`src/rtl/bwb_pkg.sv`:
```
package bwb_pkg;

  typedef enum logic [1:0] {
    IDX_PAGE_LO = 2'd0,
    IDX_PAGE_HI = 2'd1,
    IDX_CTRL    = 2'd2,
    IDX_SPARE   = 2'd3
  } reg_idx_e;

  typedef struct packed {
    logic mem_rd;
    logic mem_wr;
    logic io_rd;
    logic io_wr;
  } strobe_t;

  // Strobe choice: only a live window access produces one, kind set by io_sel.
  function automatic strobe_t pick_strobe(logic live, logic we, logic io_sel);
    strobe_t s;
    s.mem_rd = live & ~we & ~io_sel;
    s.mem_wr = live &  we & ~io_sel;
    s.io_rd  = live & ~we &  io_sel;
    s.io_wr  = live &  we &  io_sel;
    return s;
  endfunction

  // External address: page bits above, CPU low byte below.
  function automatic logic [31:0] join_addr(logic [15:0] page, logic [7:0] lo);
    return {8'h00, page, lo};
  endfunction

endpackage

```
`src/rtl/bwb_decode.sv`:
```
module bwb_decode #(
  parameter int          CPU_AW   = 16,
  parameter int unsigned WIN_PAGE = 'hDE,
  parameter int unsigned REG_PAGE = 'hDF
) (
  input  logic [CPU_AW-1:0] cpu_addr,
  output logic              win_hit,
  output logic              reg_hit,
  output bwb_pkg::reg_idx_e reg_idx
);
  localparam int PG_W = CPU_AW - 8;

  logic [PG_W-1:0] page_bits;
  assign page_bits = cpu_addr[CPU_AW-1:8];

  assign win_hit = (page_bits == PG_W'(WIN_PAGE));
  assign reg_hit = (page_bits == PG_W'(REG_PAGE));
  assign reg_idx = bwb_pkg::reg_idx_e'(cpu_addr[1:0]);
endmodule

```
`src/rtl/bwb_regs.sv`:
```
module bwb_regs #(
  parameter int PAGE_W = 12
) (
  input  logic              clk,
  input  logic              rst_n,
  input  logic              wr_en,
  input  bwb_pkg::reg_idx_e idx,
  input  logic [7:0]        wdata,
  output logic [PAGE_W-1:0] page_q,
  output logic              io_q,
  output logic [7:0]        rd_raw
);
  localparam int HI_W = PAGE_W - 8;

  logic [7:0]      lo_q;
  logic [HI_W-1:0] hi_q;
  logic [7:0]      hi_rd;

  always_ff @(posedge clk) begin
    if (!rst_n) begin
      lo_q <= '0;
      hi_q <= '0;
      io_q <= 1'b0;
    end else if (wr_en) begin
      case (idx)
        bwb_pkg::IDX_PAGE_LO: lo_q <= wdata;
        bwb_pkg::IDX_PAGE_HI: hi_q <= wdata[HI_W-1:0];
        bwb_pkg::IDX_CTRL:    io_q <= wdata[0];
        default: ;
      endcase
    end
  end

  generate
    if (HI_W < 8) begin : g_hi_pad
      assign hi_rd = {{(8 - HI_W){1'b0}}, hi_q};
    end else begin : g_hi_full
      assign hi_rd = hi_q[7:0];
    end
  endgenerate

  assign page_q = {hi_q, lo_q};

  always_comb begin
    case (idx)
      bwb_pkg::IDX_PAGE_LO: rd_raw = lo_q;
      bwb_pkg::IDX_PAGE_HI: rd_raw = hi_rd;
      bwb_pkg::IDX_CTRL:    rd_raw = {7'b0, io_q};
      default:              rd_raw = 8'h00;
    endcase
  end
endmodule

```
`src/rtl/bwb_strobe.sv`:
```
module bwb_strobe (
  input  logic             cpu_valid,
  input  logic             cpu_we,
  input  logic             win_hit,
  input  logic             io_sel,
  output bwb_pkg::strobe_t stb
);
  logic live;
  assign live = cpu_valid & win_hit;
  assign stb  = bwb_pkg::pick_strobe(live, cpu_we, io_sel);
endmodule

```
`src/rtl/bus_window_bank.sv`:
```
module bus_window_bank #(
  parameter int          CPU_AW   = 16,
  parameter int          PAGE_W   = 12,
  parameter int unsigned WIN_PAGE = 'hDE,
  parameter int unsigned REG_PAGE = 'hDF
) (
  input  logic                clk,
  input  logic                rst_n,
  input  logic                cpu_valid,
  input  logic                cpu_we,
  input  logic [CPU_AW-1:0]   cpu_addr,
  input  logic [7:0]          cpu_wdata,
  output logic [7:0]          cpu_rdata,
  output logic [PAGE_W+7:0]   ext_addr,
  output logic                ext_mem_rd,
  output logic                ext_mem_wr,
  output logic                ext_io_rd,
  output logic                ext_io_wr
);
  localparam int EXT_W = PAGE_W + 8;

  logic              win_hit;
  logic              reg_hit;
  bwb_pkg::reg_idx_e reg_idx;
  logic              reg_wr;
  logic              reg_rd;
  logic [PAGE_W-1:0] page_q;
  logic              io_q;
  logic [7:0]        rd_raw;
  bwb_pkg::strobe_t  stb;
  logic [31:0]       joined;

  bwb_decode #(
    .CPU_AW(CPU_AW), .WIN_PAGE(WIN_PAGE), .REG_PAGE(REG_PAGE)
  ) u_dec (
    .cpu_addr(cpu_addr), .win_hit(win_hit), .reg_hit(reg_hit), .reg_idx(reg_idx)
  );

  assign reg_wr = cpu_valid & cpu_we & reg_hit;
  assign reg_rd = cpu_valid & ~cpu_we & reg_hit;

  bwb_regs #(.PAGE_W(PAGE_W)) u_regs (
    .clk(clk), .rst_n(rst_n), .wr_en(reg_wr), .idx(reg_idx),
    .wdata(cpu_wdata), .page_q(page_q), .io_q(io_q), .rd_raw(rd_raw)
  );

  bwb_strobe u_stb (
    .cpu_valid(cpu_valid), .cpu_we(cpu_we), .win_hit(win_hit),
    .io_sel(io_q), .stb(stb)
  );

  assign joined     = bwb_pkg::join_addr(16'(page_q), cpu_addr[7:0]);
  assign ext_addr   = joined[EXT_W-1:0];
  assign cpu_rdata  = reg_rd ? rd_raw : 8'h00;
  assign ext_mem_rd = stb.mem_rd;
  assign ext_mem_wr = stb.mem_wr;
  assign ext_io_rd  = stb.io_rd;
  assign ext_io_wr  = stb.io_wr;
endmodule

```
`config.mk`:
```
export PLATFORM = sky130hd
export DESIGN_NAME = bus_window_bank
export DESIGN_NICKNAME = d
export VERILOG_FILES = /design/src/rtl/bwb_pkg.sv /design/src/rtl/bwb_decode.sv /design/src/rtl/bwb_regs.sv /design/src/rtl/bwb_strobe.sv /design/src/rtl/bus_window_bank.sv
export SDC_FILE = /design/constraint.sdc
export NUM_CORES = 1
export LEC_CHECK = 0
export BUFFER_PORTS_ARGS = -buffer_cell sky130_fd_sc_hd__buf_2
export CORE_MARGIN = 5
export CORE_UTILIZATION = 36
export CTS_BUF_LIST = sky130_fd_sc_hd__clkbuf_8 sky130_fd_sc_hd__clkbuf_16
export DETAILED_ROUTE_END_ITERATION = 10
export HOLD_SLACK_MARGIN = 0.06
export PLACE_DENSITY_LB_ADDON = 0.25
export SYNTH_ARGS = -nofsm -noshare
export SYNTH_HDL_FRONTEND = slang
export SYNTH_SLANG_ARGS = --single-unit
```
`constraint.sdc`:
```
create_clock -name clk -period 1 [get_ports clk]
set_input_delay 0.15 -clock clk [delete_from_list [all_inputs] [get_ports clk]]
set_output_delay 0.15 -clock clk [all_outputs]
set_load 0.1 [all_outputs]
```
==> flow_summary.json <==
{
  "status": "complete, but fails checks",
  "violations": "negative setup slack",
  "power_density_mw_per_mm2": 631.3,
  "hold_violations": 0,
  "fin_ws_ns": -0.4057,
  "skew_ns": 0,
  "chipHeight_um": 58.55,
  "cts_buffers": 3,
  "synth_cell_types": 24,
  "dieArea_mm2": 0.003428,
  "gp_congestion": 0.7328,
  "worst_pin_slew_ns": 0.3553,
  "critPathCaptureType": "output port",
  "ys_seq_area_frac": 0.3068,
  "hold_buffers": 0,
  "drv_cap": 0,
  "crit_chain": "buf_6, nand3b_1, o21ai_1, and2_4, buf_12",
  "antenna_found_initial": 0,
  "min-delay-start": "cpu_wdata[6]",
  "final_cell_area_mm2": 0.001923,
  "postSynthCellCount": 96,
  "hold_depth": 3,
  "wl_per_cell_um": 18.57,
  "worstHoldPathType": "primary input to flip-flop",
  "track_usage": 0.2200,
  "syn2layout_area_growth_pct": 126.7,
  "drc_errors": 0,
  "start_util": 0.3798,
  "synth_area_leader_cell": "dfxtp_1",
  "synth_fp_nets": 124,
  "viasPerCell": 5.332,
  "grt_first_pass_wirelength_um": 5533,
  "diodes": 0,
  "tritoncts": "built",
  "grt_overflow": 0,
  "syn_area_um2": 848.3,
  "routed_wl_um": 3473,
  "ys_ff_latch": 13,
  "max_stage_delay_ns": 0.35,
  "io_pins": 60,
  "cp-start-kind": "flip-flop",
  "slew_viol_final": 0,
  "rrSetupSlack_ns": 0.14,
  "slowest_stage": "dfxtp_2",
  "r2r_start": "u_regs.io_q$_SDFFE_PN0P_",
  "yosysTopAreaCellShare": 0.3068,
  "vias": 997,
  "ir_drop_mv": 1.130,
  "critPathRequiredTime_ns": 0.85,
  "hpwlAfterDp_um": 2487,
  "crit_fanout": 4,
  "grt_pass1_vias": 1119,
  "cts_root_buffer": "clkbuf_8",
  "arrival_ns": 1.26,
  "worst-path-buf-inv": 2,
  "postRouteAntennaNets": 0,
  "fin_cells": 187,
  "r2r_end": "u_regs.io_q$_SDFFE_PN0P_",
  "fin_setup_tns_ns": -4.482,
  "worstSetupPathType": "flip-flop to output port",
  "crit_family": "flip-flops",
  "cts.reportedPaths.clkPinSlew_ns": 0.06,
  "ff2ff_path_depth": 4,
  "drtIter0Drc": 20,
  "syn_area_per_cell_um2": 8.837,
  "finalCritPeriodShare": 1.406,
  "port_buffers": 47,
  "htreeDepth": 1,
  "core_region_area_mm2": 0.002233,
  "total_power_mw": 1.214,
  "max_freq_ghz": 0.7114,
  "yosysWarnings": 0,
  "grt_max_degree": 22,
  "insertion_delay_ns": 0.24,
  "p_leak_nw": 0.8415,
  "clock_tree.buffer_depth": 2,
  "min_to": "u_regs.lo_q[6]$_SDFFE_PN0P_",
  "period_minus_slack_ns": 1.406,
  "slew_headroom": 0.7631,
  "place_inst": 178,
  "cts_num_sinks": 13,
  "setup_viol": 20,
  "synth_area_leaders": "dfxtp_1 31%, mux2i_1 20%, nand2_1 9.7%, buf_4 7.1%, nor4_1 3.7%",
  "final_layout_size_suffix_gt1_frac": 0.6918,
  "die_w_um": 58.55,
  "rows": 17,
  "fin_nets": 188,
  "placed_cell_area_mm2": 0.001742,
  "rsz0062_at_grt": "yes",
  "first_pass_iters": 4
}
-- repair_timing --
item | CTS | global route
gates resized for setup | 15 | 8
pin swaps | 9 | 8
buffers inserted | 5 | 4
endpoints found under the setup margin | 21 | 29
-- tightest hold or removal path, cell delays in order --
cell	delay, ns
buf_2	0.09
nand2_1	0.05
mux2i_1	0.05
-- worst max path at each step --
stage,start,cells past startpoint,to,slack [ns]
after global routing,u_regs.io_q$_SDFFE_PN0P_,5,cpu_rdata[0],-0.46
after global placement,cpu_addr[13],5,ext_io_wr,-0.40
after detailed placement,cpu_addr[13],5,ext_io_wr,-0.46
final,u_regs.io_q$_SDFFE_PN0P_,5,cpu_rdata[0],-0.41
after floorplan,cpu_addr[13],3,ext_io_rd,-0.85
after CTS,cpu_addr[13],5,ext_io_rd,-0.37
-- kinds of logic after synthesis --
family,after synthesis,synth area share
mux,17,0.2006
simple gates,50,0.3820
compound gates,1,0.005894
flops,13,0.3068
buf+inv,15,0.1047
-- metal layers --
layer,wire length [µm],vias up,track usage
met4,193,0,0.1689
met2,1880,48,0.4019
met5,0,-,0
met1,1196,468,0.2114
met3,204,22,0.04825
li1,-,459,-
-- Yosys cell counts --
| cell | n |
|---|---|
| and2_1 | 1 |
| and3_1 | 4 |
| and4_1 | 1 |
| and4b_1 | 1 |
| buf_2 | 1 |
| buf_4 | 8 |
| clkbuf_1 | 2 |
| clkbuf_2 | 1 |
| dfxtp_1 | 13 |
| inv_1 | 2 |
| inv_2 | 1 |
| mux2i_1 | 17 |
| nand2_1 | 22 |
| nand3b_1 | 3 |
| nand4_1 | 2 |
| nand4_4 | 1 |
| nand4b_1 | 1 |
| nand4b_4 | 1 |
| nor2_1 | 5 |
| nor3b_4 | 1 |
| nor4_1 | 5 |
| nor4_2 | 1 |
| nor4_4 | 1 |
| o21ai_0 | 1 |
-- cell usage in the layout, fill, tap and decap left out, drive strengths merged --
master	instances
nor2	5
nand3b	3
and4	1
clkbuf	3
nor4	7
o21ai	1
buf	71
inv	4
nand2	22
mux2i	17
and4b	1
nand4	3
and3	4
and2	1
nor3b	1
nand4b	2
dfxtp	13
-- sequential cells by signal, summed over array words and instances, names as in the netlist --
name and count:
u_regs.lo_q 8, u_regs.hi_q 4, u_regs.io_q 1
-- power breakdown --
group,internal (mW),switching [mW],total (mW),leakage (nW)
Sequential,0.486,0.000119,0.486,0.115
Clock,0.271,0.195,0.466,0.0269
Combinational,0.119,0.143,0.262,0.700
-- cell type report --
type,count,area [µm²]
timing repair buffer,71,893.4
multi-input combinational,68,631.9
fill,107,310.3
sequential,13,306.5
clock buffer,3,41.29
tap,28,35.03
inverter,3,11.26
clock inverter,1,3.754
-- per-stage QoR --
| stage | hold WS (ns) | worst slack [ns] | util |
|---|---|---|---|
| floorplan | 0.2783 | -0.8516 | - |
| global placement | 0.3007 | -0.3951 | 0.7798 |
| detailed placement | 0.3007 | -0.4617 | 0.7798 |
| CTS | 0.1363 | -0.3710 | 0.8471 |
| global route | 0.1575 | -0.4621 | 0.8611 |
| finish | 0.1366 | -0.4057 | 0.8611 |
Power figures use the tool's default switching activity.
